--- config.mk ---
export PLATFORM = sky130hd
export DESIGN_NAME = dbg_auth_gate
export DESIGN_NICKNAME = d
export VERILOG_FILES = /design/src/rtl/dbg_auth_pkg.sv /design/src/rtl/dbg_auth_lfsr.sv /design/src/rtl/dbg_auth_core.sv /design/src/rtl/dbg_auth_ctl.sv /design/src/rtl/dbg_auth_gate.sv
export SDC_FILE = /design/constraint.sdc
export NUM_CORES = 1
export LEC_CHECK = 0
export BUFFER_PORTS_ARGS = -buffer_cell sky130_fd_sc_hd__buf_4
export CORE_MARGIN = 2
export CORE_UTILIZATION = 40
export DETAILED_ROUTE_END_ITERATION = 10
export MAX_ROUTING_LAYER = met4
export PLACE_DENSITY = 0.61
export SYNTH_ARGS = -nofsm -noshare
export SYNTH_HDL_FRONTEND = slang
export SYNTH_HIERARCHICAL = 1
export SYNTH_SLANG_ARGS = --single-unit
--- constraint.sdc ---
create_clock -name clk_i -period 6.13 [get_ports clk_i]
set_input_delay 0.9195 -clock clk_i [delete_from_list [all_inputs] [get_ports clk_i]]
set_output_delay 0.9195 -clock clk_i [all_outputs]
set_load 0.02 [all_outputs]
--- src/rtl/dbg_auth_pkg.sv ---
package dbg_auth_pkg;
  localparam int unsigned DW = 32;
  // control word bit positions
  localparam int unsigned CTL_ACT_BIT  = 0;
  localparam int unsigned CTL_HALT_BIT = 1;
  localparam int unsigned CTL_RES_BIT  = 2;
  localparam int unsigned CTL_HRST_BIT = 3;
  localparam int unsigned CTL_SRST_BIT = 4;
  localparam int unsigned CTL_HSEL_LSB = 8;
  localparam logic [DW-1:0] LFSR_MASK = 32'h8020_0003;

  typedef struct packed {
    logic halt;
    logic resume;
    logic hart_rst;
    logic sys_rst;
  } ctl_req_t;
endpackage

--- src/rtl/dbg_auth_lfsr.sv ---
module dbg_auth_lfsr
  import dbg_auth_pkg::*;
#(
  parameter logic [DW-1:0] SEED = 32'h1ACE_B00C
) (
  input  logic          clk_i,
  input  logic          rst_ni,
  output logic [DW-1:0] state_o
);
  logic [DW-1:0] st_q;

  always_ff @(posedge clk_i or negedge rst_ni) begin
    if (!rst_ni) st_q <= SEED;
    else         st_q <= {1'b0, st_q[DW-1:1]} ^ (st_q[0] ? LFSR_MASK : '0);
  end

  assign state_o = st_q;
endmodule

--- src/rtl/dbg_auth_core.sv ---
module dbg_auth_core
  import dbg_auth_pkg::*;
#(
  parameter bit            AUTH_REQ = 1'b1,
  parameter logic [DW-1:0] SEED     = 32'h1ACE_B00C,
  parameter logic [DW-1:0] SECRET   = 32'h5EC2_E7A1
) (
  input  logic          clk_i,
  input  logic          rst_ni,
  input  logic          resp_wr_i,
  input  logic [DW-1:0] resp_i,
  input  logic          deact_i,
  input  logic [DW-1:0] rand_i,
  output logic          authed_o,
  output logic [DW-1:0] chal_o
);
  logic          authed_q;
  logic [DW-1:0] chal_q;
  logic          match;

  assign match = (resp_i == chal_q + SECRET);

  generate
    if (AUTH_REQ) begin : g_req
      always_ff @(posedge clk_i or negedge rst_ni) begin
        if (!rst_ni) begin
          authed_q <= 1'b0;
          chal_q   <= SEED;
        end else if (resp_wr_i) begin
          authed_q <= match;
          if (!match) chal_q <= rand_i;
        end else if (deact_i) begin
          authed_q <= 1'b0;
        end
      end
    end else begin : g_open
      logic unused_in;
      assign unused_in = ^{resp_wr_i, resp_i, deact_i, rand_i, match};
      always_ff @(posedge clk_i or negedge rst_ni) begin
        if (!rst_ni) begin
          authed_q <= 1'b1;
          chal_q   <= SEED;
        end else begin
          authed_q <= 1'b1;
          chal_q   <= chal_q;
        end
      end
    end
  endgenerate

  assign authed_o = authed_q;
  assign chal_o   = chal_q;
endmodule

--- src/rtl/dbg_auth_ctl.sv ---
module dbg_auth_ctl
  import dbg_auth_pkg::*;
#(
  parameter int unsigned HSEL_W = 4
) (
  input  logic              clk_i,
  input  logic              rst_ni,
  input  logic              wr_i,
  input  logic              act_i,
  input  ctl_req_t          req_i,
  input  logic [HSEL_W-1:0] hsel_i,
  input  logic              authed_i,
  output logic              act_o,
  output ctl_req_t          req_o,
  output logic [HSEL_W-1:0] hsel_o
);
  logic              act_q;
  ctl_req_t          req_q;
  logic [HSEL_W-1:0] hsel_q;

  always_ff @(posedge clk_i or negedge rst_ni) begin
    if (!rst_ni) begin
      act_q  <= 1'b0;
      req_q  <= '0;
      hsel_q <= '0;
    end else if (wr_i) begin
      act_q <= act_i;
      if (!act_i) begin
        req_q  <= '0;
        hsel_q <= '0;
      end else if (authed_i) begin
        req_q  <= req_i;
        hsel_q <= hsel_i;
      end
    end
  end

  assign act_o  = act_q;
  assign req_o  = req_q;
  assign hsel_o = hsel_q;
endmodule

--- src/rtl/dbg_auth_gate.sv ---
module dbg_auth_gate
  import dbg_auth_pkg::*;
#(
  parameter bit              ADDR_W    = 7,
  parameter int unsigned     HSEL_W    = 4,
  parameter bit              AUTH_REQ  = 1'b1,
  parameter logic [6:0]      CTL_ADDR  = 7'h10,
  parameter logic [6:0]      AUTH_ADDR = 7'h30,
  parameter logic [DW-1:0]   SEED      = 32'h1ACE_B00C,
  parameter logic [DW-1:0]   SECRET    = 32'h5EC2_E7A1
) (
  input  logic              clk_i,
  input  logic              rst_ni,
  input  logic              wr_en_i,
  input  logic [6:0]        wr_addr_i,
  input  logic [DW-1:0]     wr_data_i,
  input  logic [6:0]        rd_addr_i,
  output logic [DW-1:0]     rd_data_o,
  output logic              fwd_en_o,
  output logic [6:0]        fwd_addr_o,
  output logic [DW-1:0]     fwd_data_o,
  output logic              authenticated_o,
  output logic              ctl_active_o,
  output logic              ctl_halt_o,
  output logic              ctl_resume_o,
  output logic              ctl_hart_rst_o,
  output logic              ctl_sys_rst_o,
  output logic [HSEL_W-1:0] ctl_hartsel_o
);
  logic          hit_ctl, hit_auth, authed;
  logic [DW-1:0] lfsr, chal;
  ctl_req_t      req_in, req_q;
  logic          act_q;
  logic [HSEL_W-1:0] hsel_q;

  assign hit_ctl  = wr_en_i && (wr_addr_i == CTL_ADDR);
  assign hit_auth = wr_en_i && (wr_addr_i == AUTH_ADDR);

  assign req_in = '{halt:     wr_data_i[CTL_HALT_BIT],
                    resume:   wr_data_i[CTL_RES_BIT],
                    hart_rst: wr_data_i[CTL_HRST_BIT],
                    sys_rst:  wr_data_i[CTL_SRST_BIT]};

  dbg_auth_lfsr #(.SEED(SEED)) u_lfsr (
    .clk_i(clk_i), .rst_ni(rst_ni), .state_o(lfsr)
  );

  dbg_auth_core #(.AUTH_REQ(AUTH_REQ), .SEED(SEED), .SECRET(SECRET)) u_core (
    .clk_i(clk_i), .rst_ni(rst_ni),
    .resp_wr_i(hit_auth), .resp_i(wr_data_i),
    .deact_i(hit_ctl && !wr_data_i[CTL_ACT_BIT]),
    .rand_i(lfsr), .authed_o(authed), .chal_o(chal)
  );

  dbg_auth_ctl #(.HSEL_W(HSEL_W)) u_ctl (
    .clk_i(clk_i), .rst_ni(rst_ni),
    .wr_i(hit_ctl), .act_i(wr_data_i[CTL_ACT_BIT]), .req_i(req_in),
    .hsel_i(wr_data_i[CTL_HSEL_LSB +: HSEL_W]), .authed_i(authed),
    .act_o(act_q), .req_o(req_q), .hsel_o(hsel_q)
  );

  // forward path: combinational, gated per address
  assign fwd_en_o   = wr_en_i && authed && !hit_ctl && !hit_auth;
  assign fwd_addr_o = wr_addr_i;
  assign fwd_data_o = wr_data_i;

  always_comb begin
    rd_data_o = '0;
    if (rd_addr_i == AUTH_ADDR) begin
      rd_data_o = chal;
    end else if (rd_addr_i == CTL_ADDR) begin
      rd_data_o[CTL_ACT_BIT]  = act_q;
      rd_data_o[CTL_HALT_BIT] = req_q.halt;
      rd_data_o[CTL_RES_BIT]  = req_q.resume;
      rd_data_o[CTL_HRST_BIT] = req_q.hart_rst;
      rd_data_o[CTL_SRST_BIT] = req_q.sys_rst;
      rd_data_o[CTL_HSEL_LSB +: HSEL_W] = hsel_q;
    end
  end

  assign authenticated_o = authed;
  assign ctl_active_o    = act_q;
  assign ctl_halt_o      = req_q.halt;
  assign ctl_resume_o    = req_q.resume;
  assign ctl_hart_rst_o  = req_q.hart_rst;
  assign ctl_sys_rst_o   = req_q.sys_rst;
  assign ctl_hartsel_o   = hsel_q;
endmodule


==> results of run 1 <==
## state kept, by name (all words and copies together) (netlist names)
register / cells
u_lfsr/state_o: 32
u_core/chal_o: 32
u_ctl/hsel_o: 4
u_ctl/act_o: 1
u_core/authed_o: 1
u_ctl/req_o: 4
## worst max-delay path, cell delays in order, from the launching register on
cell and delay, ns:
dfrtp_1 0.80, o31ai_1 0.32, a21oi_1 0.44, a211oi_1 0.12
a211o_1 0.30, a2111oi_0 0.49, nand4_1 0.30, o31ai_4 0.24
buf_4 0.52, mux2_2 0.40
## layer usage
| metal | global-route usage [%] | vias to the layer above | wire [microns] |
|---|---|---|---|
| li1 | - | 2082 | - |
| met1 | 31.1 | 2215 | 7400 |
| met2 | 37.1 | 184 | 7880 |
| met3 | 4.70 | 20 | 972 |
| met4 | 5.74 | 0 | 212 |
| met5 | - | - | 0 |
## synthesized netlist by cell type (all sizes together), types with 7 or more instances
cell type  number
buf            59
nor2           21
nand2b          9
mux2i          11
mux2           34
clkbuf         18
xor2           20
dfrtp          48
o21ai          13
and3           11
dfstp          26
a21oi           8
xnor2          21
a211o           8
a21o            7
nand3           9
nor2b           8
nand2          43
nor3           46
## kinds of logic (layout without fill, tap and decap cells)
| family | count (synthesis) | count (layout) | synth area share, % |
|---|---|---|---|
| and+or+nand+nor | 197 | 197 | 22.6 |
| AOI/OAI and AO/OA | 99 | 99 | 14.5 |
| buffers and inverters | 83 | 154 | 9.99 |
| DFF | 74 | 74 | 34.5 |
| muxes | 46 | 46 | 11.6 |
| xor gates and xnor gates | 41 | 41 | 6.58 |
| adders and majority gates | 1 | 1 | 0.229 |
## cell type report
class,instances,share of cell area (%)
well taps,176,3.43
flip-flops and latches,74,29.3
clock buffers,14,4.11
inverters,6,0.350
clock inverters,2,0.195
multi-input cells,384,47.2
repair buffers,132,15.4
## where the power goes
part | switching, mW | total, mW | internal, mW
clock network | 0.190 | 0.486 | 0.296
registers | 0.000547 | 0.491 | 0.490
logic | 0.0818 | 0.138 | 0.0567
## stage by stage
stage	hold slack [ns]	cells
2_1_floorplan	0.351	541
3_3_place_gp	0.355	772
3_5_place_dp	0.356	772
4_1_cts	0.364	788
5_1_grt	0.368	788
6_report	0.364	788
## path summary, 6_finish.rpt
check	to	startpoint	cells past startpoint	slack, ns
worst min register to register	u_lfsr/state_o[18]	u_lfsr/state_o[19]	0	0.36
worst max-delay path	u_core/chal_o[20]	u_core/chal_o[16]	9	2.07
max in group asynchronous	u_lfsr/state_o[16]	rst_ni	1	4.82
min in group asynchronous	u_ctl/req_o[1]	rst_ni	1	0.71
worst max register to register	u_core/chal_o[20]	u_core/chal_o[16]	9	2.07
worst min-delay path	u_lfsr/state_o[18]	u_lfsr/state_o[19]	0	0.36
==> results by group, run 1 <==
Status
  – Outcome: completed

Synthesis
  – Post-Synthesis Cells: 541
  – Syn Nets: 591
  – Synth top area share: 22.0%
  – Synth area leaders: dfrtp_1, dfstp_2, mux2_4
  – Seq/Total Area, Yosys: 34.5%
  – Synth area leader: dfrtp_1
  – Post-synthesis cell type count: 82
  – FFs w/ async S/R, synth: 100%
  – Ys flop type: dfrtp_1
  – EDFF count, synth: 0
  – YS warnings: 6
  – Post-synthesis register bit count: 74
  – Avg Inst Size Synth: 10.1 sq um
  – Post-Syn Area: 5460 sq um

CTS
  – CTS Buf Count: 9
  – CTS tree: done
  – Htree depth: 3
  – Root Buffer: clkbuf_16
  – CTS max path bufs: 2
  – # hold bufs at CTS: 0
  – Clk slew on worst S/H paths: 0.05 ns
  – Post-CTS Resized: 0
  – Post-CTS setup buffers: 0
  – CTS sink cnt: 74
  – Clk_lat worst skew: 0.33 ns

Placement
  – Global placement routability congestion: 0.923
  – Pre-CTS WS: 2.05 ns
  – Placed instance area: 6150 sq um
  – PortBufs: 130
  – Detailed placer's ending HPWL: 12.3 mm

Floorplan
  – Total Die Area: 14600 sq um
  – # rows: 42
  – Core ar.: 13300 sq um
  – Die Span Y: 121 microns
  – Die width: 121 microns
  – Starting density of the core: 41.1%
  – I/O pins: 131

Timing
  – Final period util: 66.3%
  – Tmin final: 4.06 ns
  – Worst Tran Pin Value: 1.09 ns
  – Worst setup margin: 2.07 ns
  – Final count of hold timing violations: 0
  – RSZ-0062 raised after global routing: no
  – F_max: 0.246 GHz
  – Final Max Tran Viols: 0
  – Worst slew margin: 27.4%
  – Setup violators final: 0
  – Setup total negative slack: 0 ns
  – Clk_skew: 0.00850 ns

Finish
  – Final Instance Area: 6430 sq um
  – Nets: 657
  – Commonest cells after routing, fill and taps aside: buf_4, dfrtp_1, nand2_1
  – Reg area: 1880 sq um
  – Commonest non-fill, non-tap cell in the layout: buf_4
  – Final Util: 48.3%
  – Area occupied by multi-input gates: 3030 sq um
  – Layout cell share with drive strength beyond 1: 42.2%
  – # fillers: 1255
  – ANT cells: 0
  – P&R area growth vs syn: 17.7%

Global route
  – Total global routing overflow: 0
  – Initial antenna violation count: 0
  – Number of global-route vias before repair: 4245
  – Largest net degree at the start of global routing: 75
  – First-pass GRT wire length: 25.3 mm
  – All-Layer GR Usage: 23.5%

Route
  – Final ANT Viol Nets: 0
  – Total wire length: 16.5 mm
  – Drt wl/cell: 20.9 microns
  – Drt drc: 0
  – First-pass detailed-route iteration total: 5
  – Via count: 4501
  – Initial DRC Count: 290
  – Vias per inst: 5.71

Setup path
  – Crit. End Element: flop
  – CP Launch Type: flop
  – CP Class: flop to flop
  – WP data arrival: 4.28 ns
  – Crit-path max FO: 32
  – Critical Path RT: 6.35 ns

Min path
  – Hold crit path type: flop to flop

Power
  – Pwr dens: 174 nW/um^2
  – Leakage Power: 2.94 nW
  – Peak supply drop: 0.121 mV
  – Power, Total: 1.12 mW

Job
  – Max cap viols: 0
No activity file was read; power rests on OpenSTA's default activity.
==> inputs of run 2 (changes only) <==
Settings changed: ABC_AREA from default to 1, PLACE_DENSITY 0.61 to 0.63.
Clock period 6.13 ns to 3.6 ns, I/O delays scaled along.
==> results by group, run 2 <==
Status
  – Outcome: completed

Synthesis
  – Adder-cell area share of the yosys netlist: 0.230% (+0.00063 points)
  – Post-synthesis mux area share: 0% (-12 points)
  – Synth Area in Simple Gates: 43.4% (+21 points)
  – FFs w/ async S/R, synth: 100% (unchanged)
  – Syn Nets: 853 (+44%)
  – Xor and xnor area share after synthesis: 3.54% (-3.0 points)
  – Post-synthesis register bit count: 74 (unchanged)
  – Synth area leaders: dfrtp_1, nand2_1, dfstp_2
  – Avg Inst Size Synth: 6.78 sq um (-33%)
  – Synth top area share: 22.1% (+0.061 points)
  – Largest family of logic cells by synthesized area: simple AND/OR/NAND/NOR gates
  – Post-Synthesis Cells: 803 (+48%)
  – Complex-gate fraction of the synthesized area: 2.07% (-12 points)
  – Top-count cell post-synth: nand2_1
  – Most frequent cells after synthesis: nand2_1, nand3_1, inv_1
  – Post-synthesis cell type count: 34 (-59%)
  – Seq/Total Area, Yosys: 34.6% (+0.095 points)
  – Synth area leader: dfrtp_1
  – EDFF count, synth: 0 (unchanged)
  – Post-Syn Area: 5450 sq um (-0.27%)
  – Ys flop type: dfrtp_1
  – YS warnings: 6 (unchanged)

Route
  – Vias per inst: 4.79 (-16%)
  – Drt wl/cell: 13.9 microns (-34%)
  – Via count: 5127 (+14%)
  – Initial DRC Count: 367 (+27%)
  – Drt drc: 0 (unchanged)
  – Final ANT Viol Nets: 0 (unchanged)
  – Total wire length: 14.9 mm (-9.8%)
  – First-pass detailed-route iteration total: 4 (-1)

Setup path
  – Critical Path RT: 3.82 ns (-2.53 ns)
  – Worst reg-to-reg setup slack: 0.80 ns (-1.27 ns)
  – Crit-path max FO: 33 (+3.1%)
  – Worst R2R Path Depth: 17 (+8)
  – CP Launch Type: flop
  – Crit. End Element: flop
  – Capture point of the worst reg-to-reg path: u_core/chal_o[0]
  – WP data arrival: 3.02 ns (-1.26 ns)
  – CP Class: flop to flop
  – Reg2reg start: u_core/chal_o[0]

Timing
  – Clk_skew: 0.0126 ns (+0.00408 ns)
  – Setup violators final: 0 (unchanged)
  – Setup total negative slack: 0 ns (unchanged)
  – Final count of hold timing violations: 0 (unchanged)
  – Tmin final: 2.80 ns (-1.26 ns)
  – Final period util: 77.8% (+12 points)
  – Worst Tran Pin Value: 0.898 ns (-0.192 ns)
  – RSZ-0062 raised after global routing: no
  – Final Max Tran Viols: 0 (unchanged)
  – F_max: 0.357 GHz (+45%)
  – Worst slew margin: 40.1% (+13 points)
  – Worst setup margin: 0.799 ns (-1.27 ns)

Finish
  – Commonest cells after routing, fill and taps aside: nand2_1, buf_4, nand3_1
  – Commonest non-fill, non-tap cell in the layout: nand2_1
  – P&R area growth vs syn: 20.1%
  – Non-Filler Instances: 1070 (+36%)
  – Final Instance Area: 6540 sq um (+1.8%)
  – Layout cell share with drive strength beyond 1: 25.5% (-17 points)
  – ANT cells: 0 (unchanged)
  – Nets: 939 (+43%)

Job
  – Max cap viols: 0 (unchanged)

Global route
  – First-pass GRT wire length: 23.8 mm (-5.9%)
  – Total global routing overflow: 0 (unchanged)
  – Largest net degree at the start of global routing: 75 (unchanged)
  – Initial antenna violation count: 0 (unchanged)
  – All-Layer GR Usage: 21.3% (-2.2 points)
  – Number of global-route vias before repair: 4760 (+12%)

Power
  – Pwr dens: 311 nW/um^2 (+79%)
  – Int Pwr: 1.54 mW (+83%)
  – Peak supply drop: 0.201 mV (+67%)
  – Leakage Power: 3.51 nW (+19%)
  – Sw Ratio: 24.2% (-0.25 points)
  – Comb pwr share: 10.3% (-2.1 points)
  – Clk pwr share: 48.2% (+4.6 points)
  – Psw: 493 uW (+81%)
  – Power share of the sequential group: 41.5% (-2.5 points)

Floorplan
  – Die width: 121 microns (-0.13%)
  – Total Die Area: 14600 sq um (-0.26%)
  – # rows: 42 (unchanged)
  – Starting density of the core: 41.0% (-0.11 points)
  – I/O pins: 131 (unchanged)
  – Core ar.: 13300 sq um (unchanged)
  – Die Span Y: 121 microns (-0.13%)

CTS
  – Clk_lat worst skew: 0.34 ns (about the same)
  – Root Buffer: clkbuf_16
  – Post-CTS setup buffers: 0 (unchanged)
  – CTS max path bufs: 2 (unchanged)
  – CTS tree: done
  – Post-CTS Resized: 0 (unchanged)
  – Htree depth: 3 (unchanged)
  – # hold bufs at CTS: 0 (unchanged)
  – Clk slew on worst S/H paths: 0.06 ns (about the same)
  – CTS sink cnt: 74 (unchanged)
  – CTS Buf Count: 9 (unchanged)

Placement
  – PortBufs: 130 (unchanged)
  – Global placement routability congestion: 0.985 (+6.7%)
  – Placed instance area: 6210 sq um (+0.98%)
  – Detailed placer's ending HPWL: 11.6 mm (-5.7%)
  – Pre-CTS WS: 0.843 ns (-1.21 ns)
  – Cell count after placement: 1054 (+37%)

Min path
  – Hold crit path type: primary input to asynchronous set/reset pin
==> run 2: cell count changes after synthesis, sizes merged, moves of 9 or more <==
cell and change:
xor2 -9, mux2 -34, nor2 +69, mux2i -11
nand3 +99, inv +105, nand2 +247, xnor2 -10
nor3 -43, and3 -11, clkbuf -18
==> run 2: kinds of logic after synthesis <==
logic type,Yosys count
compound gates,22
flops,74
xor+xnor,22
simple gates,513
buf+inv,171
fa+ha+maj,1
==> run 2: how the worst max path moves through the flow <==
stage,to,slack [ns],from
floorplan,u_core/chal_o[6],1.44,u_core/chal_o[0]
global placement,u_core/chal_o[26],0.88,u_core/chal_o[0]
detailed placement,u_core/chal_o[0],0.84,u_core/chal_o[0]
CTS,u_core/chal_o[10],0.83,u_core/chal_o[0]
global route,u_core/chal_o[0],0.50,u_core/chal_o[0]
finish,u_core/chal_o[0],0.80,u_core/chal_o[0]
==> run 2: cell type report <==
type	count	area, sq um
fillers	1399	6760
multi-input cells	558	2680
flip-flops and latches	74	1880
repair buffers	132	991
inverters	114	430
clock buffers	9	225
well taps	176	220
clock inverters	7	104
==> run 2: layer usage <==
metal	GRT usage (%)	wire, microns
met5	-	0
met1	28.8	6790
met4	5.67	221
met3	2.59	796
met2	33.9	7050
==> run 2: metrics by stage <==
stage | hold WS (ns) | power, mW | utilization, %
finish | 0.333 | 2.03 | 49.2
global route | 0.363 | 2.10 | 49.2
floorplan | 0.244 | 0.982 | -
CTS | 0.359 | 2.05 | 49.2
global placement | 0.355 | 1.07 | 46.7
detailed placement | 0.356 | 1.07 | 46.7
==> run 2: power groups by stage <==
| stage | registers [mW] | logic [mW] | clock network (mW) |
|---|---|---|---|
| after global placement | 0.858 | 0.211 | 0 |
| after CTS | 0.844 | 0.212 | 0.989 |
| after detailed placement | 0.858 | 0.212 | 0 |
| final | 0.844 | 0.209 | 0.981 |
| after floorplan | 0.859 | 0.123 | 0 |
| after global routing | 0.844 | 0.227 | 1.03 |
==> run 2: critical path, cell delays in order, from the launching register on <==
cell     delay, ns
dfrtp_1       0.45
ha_1          0.20
nand2_1       0.14
nor2_1        0.18
nand3_1       0.20
nand3_1       0.18
nand3_1       0.11
nand3_1       0.11
nand2_1       0.06
nor2_1        0.10
nand2_1       0.10
nor2_1        0.11
nand2_1       0.06
nor2_1        0.14
nand2_2       0.10
buf_4         0.25
nand3_1       0.12
nand2_1       0.05
==> inputs of run 3 (changes only) <==
Clock period 3.6 ns to 2.4 ns, I/O delays scaled along.
==> results by group, run 3 (synthesized netlist as in run 2, its figures left out) <==
Power
  – Peak supply drop: 0.421 mV (+110%)
  – Pwr dens: 424 nW/um^2 (+36%)
  – Leakage Power: 3.98 nW (+13%)

Setup path
  – Reg2reg start: u_core/chal_o[2]
  – Crit. End Element: flop
  – CP Launch Type: flop
  – CP startpoint: u_core/chal_o[2]
  – Crit-path max FO: 6 (-82%)
  – CP Class: flop to flop
  – WP data arrival: 2.75 ns (-0.27 ns)
  – Worst R2R Path Depth: 20 (+3)
  – Critical Path RT: 2.68 ns (-1.14 ns)

CTS
  – Clk_lat worst skew: 0.34 ns (about the same)
  – Htree depth: 3 (unchanged)
  – Root Buffer: clkbuf_16
  – CTS max path bufs: 2 (unchanged)
  – CTS Buf Count: 9 (unchanged)
  – Clk slew on worst S/H paths: 0.06 ns (about the same)
  – CTS sink cnt: 74 (unchanged)
  – CTS tree: done

Route
  – Total wire length: 16.3 mm (+9.4%)
  – Final ANT Viol Nets: 0 (unchanged)
  – Initial DRC Count: 362 (-1.4%)
  – Drt drc: 0 (unchanged)
  – Vias per inst: 4.80 (about the same)
  – Drt wl/cell: 14.3 microns (+3.2%)
  – First-pass detailed-route iteration total: 5 (+1)
  – Via count: 5443 (+6.2%)

Global route
  – Total global routing overflow: 0 (unchanged)
  – First-pass GRT wire length: 25.1 mm (+5.3%)
  – Initial antenna violation count: 0 (unchanged)
  – All-Layer GR Usage: 22.6% (+1.4 points)
  – Largest net degree at the start of global routing: 75 (unchanged)
  – Number of global-route vias before repair: 5000 (+5.0%)

Placement
  – Placed instance area: 6670 sq um (+7.3%)
  – Global placement routability congestion: 0.960 (-2.6%)
  – Detailed placer's ending HPWL: 12.5 mm (+7.7%)
  – PortBufs: 130 (unchanged)

Finish
  – Nets: 1004 (+6.9%)
  – Commonest cells after routing, fill and taps aside: nand2_1, buf_4, nand3_1
  – Commonest non-fill, non-tap cell in the layout: nand2_1
  – ANT cells: 0 (unchanged)
  – P&R area growth vs syn: 36.8%
  – Final Instance Area: 7450 sq um (+14%)
  – Layout cell share with drive strength beyond 1: 37.7% (+12 points)

Timing
  – Setup violators final: 33 (+33)
  – RSZ-0062 raised after global routing: yes
  – F_max: 0.405 GHz (+13%)
  – Final Max Tran Viols: 0 (unchanged)
  – Worst setup margin: -0.0698 ns (-0.868 ns)
  – Final count of hold timing violations: 0 (unchanged)
  – Final period util: 103% (+25 points)
  – Worst Tran Pin Value: 0.903 ns (+0.00472 ns)
  – Hold WS: 0.159 ns (-0.173 ns)
  – Setup total negative slack: -1.23 ns (-1.23 ns)
  – Tmin final: 2.47 ns (-0.332 ns)
  – Clk_skew: 0.0104 ns (-0.00217 ns)
  – Worst slew margin: 39.8% (-0.31 points)

Floorplan
  – Total Die Area: 14600 sq um (unchanged)
  – Die Span Y: 121 microns (unchanged)
  – Core ar.: 13300 sq um (unchanged)
  – I/O pins: 131 (unchanged)
  – Die width: 121 microns (unchanged)
  – Starting density of the core: 41.0% (unchanged)
  – # rows: 42 (unchanged)

Min path
  – Hold crit path type: primary input to asynchronous set/reset pin

Job
  – Max cap viols: 0 (unchanged)

Status
  – Failing checks: setup timing
  – Outcome: finished with violations
## run 3: cell count changes in the layout (fill, tap and decap cells not counted), sizes merged
cell    change
inv         +1
clkbuf      +4
buf        +62
bufinv      +1
clkinv      -3
## run 3: path summary, 6_finish.rpt
| kind | end | slack [ns] |
|---|---|---|
| worst max-delay path | u_core/chal_o[25] | -0.07 |
| worst min-delay path | u_lfsr/state_o[1] | 0.16 |
| worst max register to register | u_core/chal_o[25] | -0.07 |
| worst min register to register | u_lfsr/state_o[12] | 0.37 |
| max in group asynchronous | u_core/chal_o[10] | 1.62 |
| min in group clk_i | u_ctl/hsel_o[2] | 0.29 |
## run 3: final cells by class
cell class / instances / area (sq um)
clock inverters: 6 / 113
multi-input cells: 558 / 2970
fillers: 1278 / 5850
inverters: 114 / 435
flip-flops and latches: 74 / 1890
well taps: 176 / 220
clock buffers: 10 / 239
repair buffers: 197 / 1590
## run 3: through the flow
| step | cells | setup slack (ns) | total power [mW] | util, % |
|---|---|---|---|---|
| 5_1_grt | 1135 | -0.220 | 3.27 | 56.0 |
| 3_5_place_dp | 1108 | -0.112 | 1.61 | 50.1 |
| 3_3_place_gp | 1108 | -0.111 | 1.61 | 50.1 |
| 4_1_cts | 1124 | 0.00213 | 3.19 | 53.2 |
| 6_report | 1135 | -0.0698 | 3.16 | 56.0 |
| 2_1_floorplan | 803 | 0.236 | 1.47 | - |
## run 3: worst max-delay path, stage by stage (launching register included)
cell and delay [ns]:
dfstp_2 0.60, buf_6 0.12, inv_2 0.03, nand2_2 0.05
nand2_1 0.05, nand2_1 0.06, nand2_1 0.06, nor2_2 0.14
nand2_1 0.07, nor2_1 0.10, nand2_1 0.07, nor2_1 0.10
nand2_1 0.08, nor2_1 0.10, nand3_1 0.11, nor2_2 0.14
nand2_4 0.12, nand2_8 0.13, clkbuf_16 0.16, nand2_1 0.05
nand2_1 0.06
## run 3: power breakdown
part	total, mW	switching (mW)	internal [mW]
sequential	1.26	0.00441	1.26
clock	1.57	0.520	1.05
combinational	0.332	0.188	0.144
## run 3: what timing repair did
item / in CTS / in global routing
hold buffers: 0 / 0
endpoints found under the hold margin: 0 / 0
cloned: 0 / 3
endpoints found under the setup margin: 33 / 33
resized for setup: 18 / 75
pin swaps: 7 / 13
setup buffers: 0 / 8
## run 3: per-layer routing
metal | up-vias | GRT usage (%) | share of wire, %
met3 | 22 | 2.64 | 3.8
met1 | 2543 | 31.8 | 47
met2 | 132 | 34.0 | 47
met4 | 0 | 7.78 | 2.1
li1 | 2746 | - | -
met5 | - | - | 0
